[src/rtl/e1_sa_pkg.sv]
package e1_sa_pkg;
  localparam int SA_NUM      = 5;   // Sa4..Sa8
  localparam int SA_FIRST    = 3;   // zero-based position of Sa4 within the frame
  localparam int REG_W       = 8;
  localparam int SEL_LSB     = 3;   // register bit that enables Sa4
  localparam logic [REG_W-1:0] SEL_KEEP = 8'hF8;
  typedef logic [SA_NUM-1:0] sa_mask_t;
endpackage

[src/rtl/e1_sa_cfg.sv]
module e1_sa_cfg
  import e1_sa_pkg::*;
(
  input  logic             clk,
  input  logic             rst,
  input  logic             we,
  input  logic [REG_W-1:0] wdata,
  input  logic             commit,
  output logic [REG_W-1:0] rdata,
  output sa_mask_t         active
);
  logic [REG_W-1:0] pend_q;
  sa_mask_t         act_q;

  always_ff @(posedge clk) begin
    if (rst) begin
      pend_q <= '0;
      act_q  <= '0;
    end else begin
      if (we)     pend_q <= wdata & SEL_KEEP;
      if (commit) act_q  <= pend_q[SEL_LSB +: SA_NUM];
    end
  end

  assign rdata  = pend_q;
  assign active = act_q;

  // the working selection only moves at a non-alignment frame boundary
  a_r6_commit_boundary: assert property (@(posedge clk) disable iff (rst)
    !$stable(act_q) |-> $past(commit));
endmodule

[src/rtl/e1_sa_locator.sv]
module e1_sa_locator
  import e1_sa_pkg::*;
#(
  parameter int FRAME_BITS = 256
)(
  input  logic     clk,
  input  logic     rst,
  input  logic     bit_en,
  input  logic     frame_start,
  input  logic     nfas,
  input  logic     sync,
  input  sa_mask_t mask,
  output logic     hit,
  output logic     commit
);
  localparam int CNT_W = $clog2(FRAME_BITS);
  localparam logic [CNT_W-1:0] POS_MAX = CNT_W'(FRAME_BITS - 1);

  logic [CNT_W-1:0] cnt_q, pos;
  logic             nfas_q, framed_q;
  logic             cur_nfas, cur_framed;
  sa_mask_t         slot;

  assign pos        = frame_start ? '0 : cnt_q;
  assign cur_nfas   = frame_start ? nfas : nfas_q;
  assign cur_framed = frame_start | framed_q;
  assign commit     = bit_en & frame_start & nfas;

  for (genvar k = 0; k < SA_NUM; k++) begin : g_slot
    assign slot[k] = (pos == CNT_W'(SA_FIRST + k));
  end

  assign hit = bit_en & sync & cur_framed & cur_nfas & |(slot & mask);

  always_ff @(posedge clk) begin
    if (rst) begin
      cnt_q    <= '0;
      nfas_q   <= 1'b0;
      framed_q <= 1'b0;
    end else begin
      if (!sync) framed_q <= 1'b0;
      else if (bit_en && frame_start) framed_q <= 1'b1;
      if (bit_en) begin
        nfas_q <= cur_nfas;
        if (pos != POS_MAX) cnt_q <= pos + 1'b1;
        else                cnt_q <= pos;
      end
    end
  end

  // an empty selection can never produce an extraction
  a_r9_empty_mask_silent: assert property (@(posedge clk) disable iff (rst)
    (mask == '0) |-> !hit);
endmodule

[src/rtl/e1_sa_serial_out.sv]
module e1_sa_serial_out (
  input  logic clk,
  input  logic rst,
  input  logic hit,
  input  logic bit_in,
  input  logic sync,
  output logic oh_data,
  output logic oh_clk
);
  logic ph_q, clk_q, dat_q;

  always_ff @(posedge clk) begin
    if (rst) begin
      ph_q  <= 1'b0;
      clk_q <= 1'b0;
      dat_q <= 1'b0;
    end else begin
      ph_q  <= hit;
      clk_q <= ph_q & sync;
      if (!sync)    dat_q <= 1'b0;
      else if (hit) dat_q <= bit_in;
    end
  end

  assign oh_data = dat_q;
  assign oh_clk  = clk_q;

  // every rising overhead clock traces back to one extracted bit
  a_r3_pulse_from_hit: assert property (@(posedge clk) disable iff (rst)
    $rose(clk_q) |-> $past(hit, 2));
  // data has settled one cycle before the clock rises
  a_r4_data_settled: assert property (@(posedge clk) disable iff (rst)
    $rose(clk_q) |-> $stable(dat_q));
  // loss of sync silences both lines
  a_r7_quiet_on_loss: assert property (@(posedge clk) disable iff (rst)
    !sync |=> (!clk_q && !dat_q));
endmodule

[src/rtl/e1_sa_extract.sv]
module e1_sa_extract
  import e1_sa_pkg::*;
#(
  parameter int FRAME_BITS = 256
)(
  input  logic             clk,
  input  logic             rst,
  input  logic             rx_bit,
  input  logic             rx_bit_en,
  input  logic             rx_frame_start,
  input  logic             rx_nfas,
  input  logic             rx_sync,
  input  logic             cfg_we,
  input  logic [REG_W-1:0] cfg_wdata,
  output logic [REG_W-1:0] cfg_rdata,
  output logic             oh_data,
  output logic             oh_clk
);
  sa_mask_t active;
  logic     hit, commit;

  e1_sa_cfg u_cfg (
    .clk(clk), .rst(rst), .we(cfg_we), .wdata(cfg_wdata),
    .commit(commit), .rdata(cfg_rdata), .active(active)
  );

  e1_sa_locator #(.FRAME_BITS(FRAME_BITS)) u_loc (
    .clk(clk), .rst(rst), .bit_en(rx_bit_en), .frame_start(rx_frame_start),
    .nfas(rx_nfas), .sync(rx_sync), .mask(active), .hit(hit), .commit(commit)
  );

  e1_sa_serial_out u_out (
    .clk(clk), .rst(rst), .hit(hit), .bit_in(rx_bit), .sync(rx_sync),
    .oh_data(oh_data), .oh_clk(oh_clk)
  );
endmodule

[config.mk]
export PLATFORM = sky130hd
export DESIGN_NAME = e1_sa_extract
export DESIGN_NICKNAME = d
export VERILOG_FILES = /design/src/rtl/e1_sa_pkg.sv /design/src/rtl/e1_sa_cfg.sv /design/src/rtl/e1_sa_locator.sv /design/src/rtl/e1_sa_serial_out.sv /design/src/rtl/e1_sa_extract.sv
export SDC_FILE = /design/constraint.sdc
export NUM_CORES = 1
export LEC_CHECK = 0
export BUFFER_PORTS_ARGS = -buffer_cell sky130_fd_sc_hd__buf_2
export CAP_MARGIN = 5
export CORE_MARGIN = 1.5
export CORE_UTILIZATION = 46
export DETAILED_ROUTE_END_ITERATION = 8
export PLACE_DENSITY = 0.73
export SYNTH_ARGS = -nofsm -noshare
export SYNTH_HDL_FRONTEND = slang
export SYNTH_SLANG_ARGS = --single-unit
[constraint.sdc]
create_clock -name clk -period 1.3 [get_ports clk]
set_clock_uncertainty 0.1 [all_clocks]
set_input_delay 0.13 -clock clk [delete_from_list [all_inputs] [get_ports clk]]
set_output_delay 0.13 -clock clk [all_outputs]
set_load 0.02 [all_outputs]
## Word-level counts from Yosys, hierarchy flattened

Index checks and enable logic that the tools add are counted.

- Register bits: 23
- Bits in latches: 0
- RAM bits: 0
- ROM bits: 0
- Input bits: 16
- Output and inout bits: 10
- Memories kept: 0

- $add $sub $neg: 1
- Multiply operators: 0
- Divide/modulo/power cells: 0
- Order comparisons: 0
- Equal/unequal tests: 6
- Shift operators: 0
- Muxes and demuxes: 3
- Bitwise operators: 10
- Reduce and logical (&&, ||, !) cells: 3

Operators with widths:

| kind | number |
|---|---|
| 8-bit by 3-bit equality test with 1-bit output (second input constant) | 4 |
| 8-bit 2-to-1 mux | 2 |
| 8-bit by 1-bit adder with 8-bit output (second input constant) | 1 |
| 8-bit by 2-bit equality test with 1-bit output (second input constant) | 1 |
| 8-bit != test (second input constant) | 1 |
| 1-bit AND | 7 |
| 5-bit AND | 1 |
| 5-bit OR reduction | 1 |
| 2-bit OR reduction | 1 |
| 1-bit logical AND | 1 |
| 1-bit 2-to-1 mux | 1 |
| 1-bit inverter | 1 |
| 1-bit bitwise OR | 1 |

## Logic depth before layout (Yosys ltp)

Gate-level depths: netlist of the first run.

- Depth in word-level cells: 5
- Mapped depth: 6
- Mapped depth without buffers: 5

## Cells and area by module

From an unflattened synthesis of the first run, not the netlist that was laid out.

- Cells, all modules: 112
- Area total of the unflattened synthesis: 1,064.8 um2

Modules (own cells, without submodules):

| module | times used | cells an instance | area each (um2) | sequential area each (um2) |
|---|---|---|---|---|
| e1_sa_locator | 1 | 68 | 575.6 | 200.2 |
| e1_sa_cfg | 1 | 37 | 391.6 | 200.2 |
| e1_sa_serial_out | 1 | 7 | 97.6 | 60.1 |

## Worst setup path before layout of the first run

OpenSTA, ideal clock, no wires.

- Path kind: register to register
- Start: register u_loc.cnt_q[0]
- End: register u_out.dat_q (netlist: u_out.oh_data)
- Arrival: 1,206 ps
- Data required time: 1,128 ps
- Slack: -78 ps
- Stages on the path, launching flop included: 6
- Path buffers: 0
- Clock period less this slack: 1,378 ps
- Cells stage by stage: dfxtp_1 > nor2b_2 > nor3b_1 > o21a_1 > o2111ai_2 > mux2i_1

- Word-level cells in the longest chain between the ends: 5

RTL lines:

| element | line | RTL |
|---|---|---|
| from (decl) | e1_sa_locator.sv:19 | `logic [CNT_W-1:0] cnt_q, pos;` |
| from (signal assigned) | e1_sa_locator.sv:45 | `if (pos != POS_MAX) cnt_q <= pos + 1'b1;` |
| from (signal assigned) | e1_sa_locator.sv:46 | `else cnt_q <= pos;` |
| 8-bit 2-to-1 mux (*) | e1_sa_locator.sv:24 | `assign pos = frame_start ? '0 : cnt_q;` |
| 8-bit by 2-bit equality test with 1-bit output / 8-bit by 3-bit equality test with 1-bit output (equally long branches) | e1_sa_locator.sv:30 | `assign slot[k] = (pos == CNT_W'(SA_FIRST + k));` |
| 5-bit AND (*) | e1_sa_locator.sv:33 | `assign hit = bit_en & sync & cur_framed & cur_nfas & \|(slot & mask);` |
| 5-bit OR reduction (*) | e1_sa_locator.sv:33 |  |
| 1-bit AND (*) | e1_sa_locator.sv:33 |  |
| to (signal assigned) | e1_sa_serial_out.sv:21 | `else if (hit) dat_q <= bit_in;` |
| to (decl) | e1_sa_serial_out.sv:10 | `logic ph_q, clk_q, dat_q;` |

Mark *: on every way between the ends. The rest lies on a longest branch, timed or not.
A chain may end at the register's enable or synchronous reset.

## Worst setup path after layout of the first run

- Start: register u_loc.cnt_q[1]
- End: register u_loc.cnt_q[6]

- Word-level cells in the longest chain between the ends: 3

RTL lines:

| element | line |
|---|---|
| 8-bit 2-to-1 mux (*) | e1_sa_locator.sv:24 |
| 8-bit by 1-bit adder with 8-bit output / 8-bit != test (equally long branches) | e1_sa_locator.sv:45 |
| 8-bit 2-to-1 mux (*) | e1_sa_locator.sv:45 |

Marked as above.

==> results.json, run 1 <==
{
  "netlist.area_leader.share_pct": 44.34,
  "place_hpwl_um": 1563,
  "placed_cells": 165,
  "tns_ns": -0.7222,
  "synth_cells": 108,
  "fp.dieW_um": 50.52,
  "grt_use_met2_pct": 32.68,
  "worstPathRequired_ns": 1.42,
  "worstSetupStartpoint": "u_loc.cnt_q[1]$_SDFFE_PP0P_",
  "cp.depth": 6,
  "status": "finished, violations left",
  "fin_crit_ns": 1.454,
  "post-route-util_pct": 66.15,
  "yosysUniqueCellTypes": 38,
  "crit_path_max_fanout": 6,
  "synth_top_flop_cell": "dfxtp_1",
  "synth_edf_count": 0,
  "peakVddDrop_mv": 0.7838,
  "core_um2": 2170,
  "timing.fmax_mhz": 687.8,
  "holdWs_ns": 0.08227,
  "cts_buffer_depth": 2,
  "synth.avg_cell_area_um2": 9.616,
  "r2r_start": "u_loc.cnt_q[1]$_SDFFE_PP0P_",
  "vias": 933,
  "areaGrowthSynthToFinish_pct": 38.19,
  "p_per_area_nw_per_um2": 853.9,
  "grtUsageTotal_pct": 18.38,
  "synth_common_cells": "23 x dfxtp_1, 13 x nor2_1, 12 x mux2i_1",
  "cp_cell_sequence": "nand2_4 -> nor3_4 -> buf_6 -> buf_4 -> a41oi_2 -> a211oi_1",
  "post_dp_cell_area_um2": 1271,
  "root_buffer": "clkbuf_4",
  "p_sw_mw": 0.3038,
  "finalNetCount": 170,
  "synthArstFlopShare_pct": 0,
  "rows": 17,
  "cp_data_arrival_time_ns": 1.58,
  "endpoint_kind": "flop",
  "routed_wl_um": 2201,
  "cts_tree": "done",
  "initial_utilization_pct": 47.87,
  "grt_pass1_wl_um": 3691,
  "cts_sinks": 23,
  "pre_cts_ws_ns": -0.09265,
  "synth_top_area_cell": "dfxtp_1",
  "drv_slew": 0,
  "die-area_um2": 2552,
  "num_antenna_cells": 0,
  "wl_per_cell_um": 12.16,
  "clkLatencyLatePin_ns": 0.30,
  "fin_ws_ns": -0.1539,
  "combPwrFrac_pct": 13.5,
  "critPathSlowestCell": "dfxtp_4",
  "netlist_area_um2": 1038,
  "grtUsageMet3_pct": 0.8929,
  "yosys_warnings": 0,
  "rrSetupSlack_ns": -0.15,
  "die_h_um": 50.52,
  "cp-start-kind": "flop",
  "cts_made_buffers": 3,
  "path_class": "reg2reg",
  "pwr-share-clk_pct": 26.5,
  "drt_iter0_markers": 8,
  "seqPwrFrac_pct": 60.0,
  "synth.area.top_cells": "dfxtp_1 44%, mux2i_1 12%, nor2_1 4.7%",
  "p_total_mw": 1.225,
  "grt_max_degree": 14,
  "ctsHtreeMaxLevel": 1,
  "crit_family": "flip-flops",
  "final-hold-violation-count": 0,
  "drc_errors": 0,
  "ys_seq_area_share_pct": 44.34,
  "grt_pass1_vias": 909,
  "ys_ff_latch": 23,
  "rsz0062_at_grt": "true",
  "p_leak_nw": 0.6788,
  "rr_endpoint": "u_loc.cnt_q[6]$_SDFFE_PP0P_",
  "grt_remaining_overflow": 0,
  "port_buffers": 19,
  "crit_end": "u_loc.cnt_q[6]$_SDFFE_PP0P_",
  "cts.clk_slew.worst_paths_ns": 0.12,
  "cp_slowest_stage_delay_ns": 0.40,
  "antenna_found_initial": 0,
  "use_met1_pct": 22.77,
  "firstDrtPassIters": 4,
  "grt_busiest_layer": "met2",
  "swShare_pct": 24.79,
  "num-fill-cells": 189,
  "drive_gt1_share_pct": 39.22,
  "min_path_type": "in2reg",
  "max-cap-violations": 0,
  "drtAntennaViolNets": 0,
  "gp_congestion": 0.8478,
  "boundaryPins": 26,
  "failed_checks": "setup timing",
  "stdcell_count": 181,
  "setup_viol": 7,
  "finalInstanceArea_um2": 1435,
  "critPathBufInv": 2,
  "p_int_mw": 0.9216,
  "ff2ff_path_depth": 6,
  "viasPerCell": 5.155,
  "finalCritPeriodShare_pct": 111.8,
  "yosysMostFrequentCell": "dfxtp_1"
}
-- what timing repair did --
| action | 4_1_cts | 5_1_grt |
|---|---|---|
| pin swaps | 7 | 6 |
| hold buffers | 7 | 0 |
| hold endpoints to repair | 8 | 0 |
| endpoints found under the setup margin | 7 | 9 |
| resized for setup | 5 | 3 |
| buffers inserted | 4 | 3 |
-- worst min path at each step --
stage | from | depth (start not counted) | end | slack [ns]
after floorplan | rx_bit | 2 | u_out.oh_data$_SDFFE_PP0P_ | 0.17
after global placement | cfg_wdata[3] | 3 | u_cfg.rdata[3]$_SDFFE_PP0P_ | 0.26
after detailed placement | cfg_wdata[7] | 3 | u_cfg.rdata[7]$_SDFFE_PP0P_ | 0.27
after CTS | rx_bit_en | 3 | u_loc.cnt_q[6]$_SDFFE_PP0P_ | 0.07
after global routing | rx_bit_en | 3 | u_loc.cnt_q[6]$_SDFFE_PP0P_ | 0.10
final | cfg_we | 3 | u_cfg.rdata[7]$_SDFFE_PP0P_ | 0.08
-- final cells by class --
class | count | area [um2] | share of cell area [%]
well taps | 28 | 35.03 | 2.441
clock buffers | 4 | 26.28 | 1.831
multi-input cells | 79 | 570.5 | 39.76
flip-flops and latches | 23 | 473.0 | 32.96
repair buffers | 47 | 330.3 | 23.02
-- metal layers --
metal  up-vias  wire, um
li1        470         -
met3         5        47
met2        15      1066
met5         -         0
met4         0        34
met1       443      1052
-- state kept, by name, summed over array words and instances (netlist names) --
register and count:
u_loc.cnt_q 8, u_cfg.active 5, u_cfg.rdata 5, u_loc.framed_q 1, u_loc.nfas_q 1, u_out.oh_clk 1
u_out.oh_data 1, u_out.ph_q 1
-- worst reg2reg max path, cell delays in order (launching register included) --
cell and delay [ns]:
dfxtp_4 0.40, nand2_4 0.06, nor3_4 0.28, buf_6 0.15, buf_4 0.10, a41oi_2 0.07
a211oi_1 0.20
-- power by group through the flow --
stage          logic (mW)  registers [mW]  clock network [mW]
4_1_cts             0.163           0.736               0.333
5_1_grt             0.179           0.739               0.351
6_report            0.165           0.736               0.325
3_3_place_gp        0.136           0.753                   0
3_5_place_dp        0.139           0.754                   0
2_1_floorplan      0.0851           0.762                   0
-- logic make-up after synthesis --
group                  after synthesis  synth area share, %
flip-flops                          23                44.34
AO/OA/AOI/OAI                       18                12.05
other                                1               0.3611
AND/OR/NAND/NOR                     45                25.55
multiplexers                        13                13.01
buffers and inverters                8                4.698
-- cell usage in the layout, fill, tap and decap left out, drive strengths merged --
cell type and instances:
nand3 4, a41oi 1, o211ai 1, clkbuf 4, and2 1, o211a 1
a21oi 4, o21ai 4, and4b 1, conb 3, and2b 1, mux2 1
nand2b 1, nor3 1, and3 2, mux2i 12, and4bb 1, a211oi 1
a31o 1, nand4 1, nor2b 4, nand4b 1, dlygate4sd3 7, a31oi 2
o2111ai 1, nor2 14, o31ai 1, o21a 1, buf 40, dfxtp 23
nor4 1, nand2 9, nor3b 3
Note: power is estimated with default switching activity, not from simulation.
==> inputs of run 2 (changes only) <==
==> constraint.sdc (replaced) <==
create_clock -name clk -period 1.3 [get_ports clk]
set_clock_uncertainty 0.1 [all_clocks]
set_input_delay 0.26 -clock clk [delete_from_list [all_inputs] [get_ports clk]]
set_output_delay 0.26 -clock clk [all_outputs]
set_load 0.02 [all_outputs]
==> results.json, run 2 (synthesized netlist as in run 1, its figures left out) <==
{
  "grt_remaining_overflow": 0,
  "num-fill-cells": 203,
  "boundaryPins": 26,
  "die-area_um2": 2552,
  "final_cell_mix": "19 x buf_2, 19 x buf_4, 18 x dfxtp_1, 12 x mux2i_1, 12 x nor2_1",
  "largest_register_ffs": 8,
  "critPathSlowestCell": "dfxtp_4",
  "post-route-util_pct": 62.51,
  "routed_wl_um": 2048,
  "peakVddDrop_mv": 0.6868,
  "drive_gt1_share_pct": 42.76,
  "core_um2": 2170,
  "grt_pass1_vias": 818,
  "grt_pass1_wl_um": 3463,
  "finalNetCount": 162,
  "grt_max_degree": 13,
  "post_dp_cell_area_um2": 1266,
  "combPwrFrac_pct": 12.2,
  "seqPwrFrac_pct": 61.1,
  "fin_crit_ns": 1.404,
  "initial_utilization_pct": 47.87,
  "grtUsageTotal_pct": 17.98,
  "drc_errors": 0,
  "placed_cells": 166,
  "stdcell_count": 173,
  "whs_path_depth": 3,
  "viasPerCell": 5.191,
  "regMostFlops": "u_loc.cnt_q",
  "ff2ff_path_depth": 4,
  "rsz0062_at_grt": "true",
  "firstDrtPassIters": 4,
  "cts_buffer_depth": 2,
  "swShare_pct": 24.81,
  "status": "finished, violations left",
  "drv_slew": 0,
  "rows": 17,
  "gp_congestion": 0.8044,
  "path_class": "reg2reg",
  "p_per_area_nw_per_um2": 888.8,
  "setup_viol": 4,
  "pwr-share-clk_pct": 26.7,
  "cp_cell_sequence": "and4bb_1 -> o21a_1 -> o2111ai_2 -> mux2i_1",
  "cp_slowest_stage_delay_ns": 0.39,
  "failed_checks": "setup timing",
  "root_buffer": "clkbuf_4",
  "p_leak_nw": 0.6346,
  "areaGrowthSynthToFinish_pct": 30.60,
  "die_h_um": 50.52,
  "finalCritPeriodShare_pct": 108.0,
  "cts_sinks": 23,
  "cts_made_buffers": 3,
  "drtAntennaViolNets": 0,
  "cts.clk_slew.worst_paths_ns": 0.12,
  "worstPathRequired_ns": 1.44,
  "endpoint_kind": "flop",
  "ctsHtreeMaxLevel": 1,
  "finalInstanceArea_um2": 1356,
  "crit_path_max_fanout": 6,
  "p_sw_mw": 0.2991,
  "fp.dieW_um": 50.52,
  "clkLatencyLatePin_ns": 0.30,
  "ctsHoldBuffers": 0,
  "cp_data_arrival_time_ns": 1.54,
  "p_int_mw": 0.9064,
  "drt_iter0_markers": 4,
  "num_antenna_cells": 0,
  "final-hold-violation-count": 0,
  "wl_per_cell_um": 11.84,
  "antenna_found_initial": 0,
  "vias": 898,
  "min_path_type": "in2reg",
  "timing.fmax_mhz": 712.4,
  "port_buffers": 19,
  "fin_ws_ns": -0.1036,
  "place_hpwl_um": 1547,
  "cts_tree": "done",
  "max-cap-violations": 0,
  "cp-start-kind": "flop"
}
run 2: cell type report:
type                            instances  area, um2  share of cell area (%)
Sequential cell                        23      471.7                   34.78
Timing Repair Buffer                   39      249.0                   18.36
Multi-Input combinational cell         79      574.3                   42.34
Clock buffer                            4      26.28                   1.937
Tap cell                               28      35.03                   2.583
run 2: final timing paths:
| kind | from | end | slack [ns] |
|---|---|---|---|
| min reg2reg | u_out.ph_q$_SDFF_PP0_ | u_out.oh_clk$_SDFF_PP0_ | 0.36 |
| max | u_loc.cnt_q[1]$_SDFFE_PP0P_ | u_out.oh_data$_SDFFE_PP0P_ | -0.10 |
| min | cfg_wdata[5] | u_cfg.rdata[5]$_SDFFE_PP0P_ | 0.09 |
| max reg2reg | u_loc.cnt_q[1]$_SDFFE_PP0P_ | u_out.oh_data$_SDFFE_PP0P_ | -0.10 |
run 2: worst max-delay path: cells and delay by family (launching register included):
kind            cells  cell delay, ns
simple gates        1            0.19
compound gates      2            0.43
mux                 1            0.23
flops               1            0.39
run 2: through the flow:
stage / power, mW / hold WS, ns / setup TNS [ns] / setup slack, ns
finish: 1.205 / 0.08573 / -0.2107 / -0.1036
global route: 1.255 / 0.08288 / -0.5510 / -0.1623
CTS: 1.216 / 0.08254 / -0.2237 / -0.08108
detailed placement: 0.8943 / 0.3294 / -0.6004 / -0.2083
global placement: 0.8909 / 0.3218 / -0.4410 / -0.1383
floorplan: 0.8509 / 0.2988 / -0.03979 / -0.02966
run 2: repair_timing:
item / 4_1_cts / 5_1_grt
resized for setup: 6 / 6
endpoints found under the setup margin: 5 / 6
setup buffers: 2 / 1
pin swaps: 4 / 5
run 2: metal layers:
metal | vias up | routed length (um) | GRT usage (%)
li1 | 454 | - | -
met1 | 423 | 975 | 22.62
met5 | - | 0 | 0
met2 | 17 | 998 | 30.26
met4 | 0 | 27 | 8.108
met3 | 4 | 47 | 2.679
run 2: power by group through the flow:
stage | clock network (mW) | logic, mW | registers (mW)
3_5_place_dp | 0 | 0.141 | 0.753
6_report | 0.322 | 0.147 | 0.736
2_1_floorplan | 0 | 0.0862 | 0.765
4_1_cts | 0.335 | 0.144 | 0.737
5_1_grt | 0.354 | 0.160 | 0.740
3_3_place_gp | 0 | 0.138 | 0.753
==> inputs of run 3 (changes only) <==
- CELL_PAD_IN_SITES_DETAIL_PLACEMENT: unset -> 0
- CELL_PAD_IN_SITES_GLOBAL_PLACEMENT: unset -> 1
- CORE_UTILIZATION: 46 -> 34
- PLACE_DENSITY: 0.73 -> unset
- PLACE_DENSITY_LB_ADDON: unset -> 0.1
==> results.json, run 3 (synthesized netlist as in run 1, its figures left out) <==
{
  "r2r_start": "u_loc.cnt_q[0]$_SDFFE_PP0P_",
  "fin_crit_ns": 1.375,
  "min_path_type": "in2reg",
  "initial_utilization_pct": 36.71,
  "max-cap-violations": 0,
  "clkLatencyLatePin_ns": 0.32,
  "num_antenna_cells": 0,
  "ctsHoldBuffers": 0,
  "rsz0062_at_grt": "true",
  "hold_path_startpoint": "rx_bit",
  "die_h_um": 58.27,
  "drv_slew": 0,
  "holdWs_ns": 0.06979,
  "failed_checks": "DRC, setup timing",
  "rrSetupSlack_ns": -0.07,
  "cts_sinks": 23,
  "path_class": "reg2reg",
  "cp_cell_sequence": "nor2b_4 -> nor3b_2 -> o21a_1 -> o2111ai_2 -> mux2i_1",
  "drtAntennaViolNets": 0,
  "routed_wl_um": 2299,
  "drc_errors": 1,
  "drt_iter0_markers": 22,
  "finalNetCount": 162,
  "grt_pass1_vias": 819,
  "core_um2": 2829,
  "hold_end": "u_out.oh_data$_SDFFE_PP0P_",
  "fin_ws_ns": -0.07470,
  "cp-start-kind": "flop",
  "grtUsageTotal_pct": 14.44,
  "cts_made_buffers": 3,
  "drive_gt1_share_pct": 44.14,
  "peakVddDrop_mv": 0.7706,
  "cts_tree": "done",
  "ctsHtreeMaxLevel": 1,
  "crit_path_max_fanout": 6,
  "cp_slowest_stage_delay_ns": 0.40,
  "rows": 19,
  "areaGrowthSynthToFinish_pct": 33.25,
  "timing.fmax_mhz": 727.4,
  "largest_register_ffs": 8,
  "grt_max_degree": 15,
  "status": "finished, violations left",
  "rr_endpoint": "u_out.oh_data$_SDFFE_PP0P_",
  "p_leak_nw": 0.6497,
  "die-area_um2": 3395,
  "firstDrtPassIters": 6,
  "fp.dieW_um": 58.27,
  "grt_pass1_wl_um": 3705,
  "antenna_found_initial": 0,
  "place_hpwl_um": 1635,
  "final-hold-violation-count": 0,
  "port_buffers": 19,
  "regMostFlops": "u_loc.cnt_q",
  "ff2ff_path_depth": 5,
  "critPathSlowestCell": "dfxtp_4",
  "p_per_area_nw_per_um2": 890.7,
  "boundaryPins": 26,
  "critPathBufInv": 0,
  "cts.clk_slew.worst_paths_ns": 0.13,
  "layout_commonest_cell": "buf_2",
  "final_cell_mix": "19 x buf_2, 18 x buf_4, 17 x dfxtp_1, 13 x nor2_1, 12 x mux2i_1",
  "grt_remaining_overflow": 0,
  "endpoint_kind": "flop",
  "root_buffer": "clkbuf_4",
  "worstPathRequired_ns": 1.46,
  "whs_path_depth": 3,
  "gp_congestion": 0.7889,
  "crit_family": "compound AO/OA/AOI/OAI gates",
  "cp_data_arrival_time_ns": 1.53,
  "finalCritPeriodShare_pct": 105.7,
  "vias": 913,
  "setup_viol": 4,
  "viasPerCell": 5.188,
  "wl_per_cell_um": 13.06,
  "post-route-util_pct": 48.92,
  "cts_buffer_depth": 2
}
[run 3: timing repair]
item                       in CTS  in global routing
pin swaps                       5                  6
setup buffers                   1                  2
gates resized for setup         9                  7
setup endpoints to repair       7                  7
[run 3: worst register-to-register path, delay by kind of cell, from the launching register on]
kind / cells / cell delay, ns
AO/OA/AOI/OAI: 2 / 0.42
flip-flops: 1 / 0.40
multiplexers: 1 / 0.20
AND/OR/NAND/NOR: 2 / 0.20
[run 3: routing by layer]
| layer | wire [um] | vias up | track usage (%) |
|---|---|---|---|
| met5 | 0 | - | 0 |
| met2 | 1086 | 26 | 23.27 |
| met4 | 16 | 0 | 3.987 |
| met1 | 1090 | 434 | 18.48 |
| met3 | 105 | 2 | 4.688 |
| li1 | - | 451 | - |
[run 3: final cells by class]
cell class              instances  area, um2
clock inverters                 1      7.507
clock buffers                   3      22.52
fillers                       269       1445
well taps                      31      38.79
flip-flops and latches         23      475.5
multi-input cells              79      586.8
repair buffers                 39      252.7
[run 3: worst max-delay path by stage]
stage                     slack (ns)                          end  cells past startpoint                   startpoint
after detailed placement       -0.17   u_out.oh_data$_SDFFE_PP0P_                      5               rx_frame_start
after global routing           -0.11   u_out.oh_data$_SDFFE_PP0P_                      5  u_loc.cnt_q[0]$_SDFFE_PP0P_
after CTS                      -0.07   u_out.oh_data$_SDFFE_PP0P_                      5  u_loc.cnt_q[0]$_SDFFE_PP0P_
after global placement         -0.15   u_out.oh_data$_SDFFE_PP0P_                      5               rx_frame_start
final                          -0.07   u_out.oh_data$_SDFFE_PP0P_                      5  u_loc.cnt_q[0]$_SDFFE_PP0P_
after floorplan                -0.03  u_loc.cnt_q[4]$_SDFFE_PP0P_                      6               rx_frame_start
[run 3: per-stage QoR]
step | setup WS [ns] | setup TNS, ns | instance area [um2] | total power, mW | cells
3_3_place_gp | -0.1498 | -0.7658 | 1270 | 0.8985 | 169
3_5_place_dp | -0.1730 | -0.8220 | 1270 | 0.9009 | 169
6_report | -0.07470 | -0.1319 | 1384 | 1.233 | 176
4_1_cts | -0.06533 | -0.1484 | 1335 | 1.251 | 174
2_1_floorplan | -0.02966 | -0.03979 | 1066 | 0.8509 | 110
5_1_grt | -0.1115 | -0.5210 | 1384 | 1.300 | 176
[run 3: power by group]
| part | internal [mW] | total, mW | switching, mW |
|---|---|---|---|
| clock network | 0.117 | 0.345 | 0.227 |
| registers | 0.720 | 0.737 | 0.0164 |
| logic | 0.0690 | 0.151 | 0.0823 |
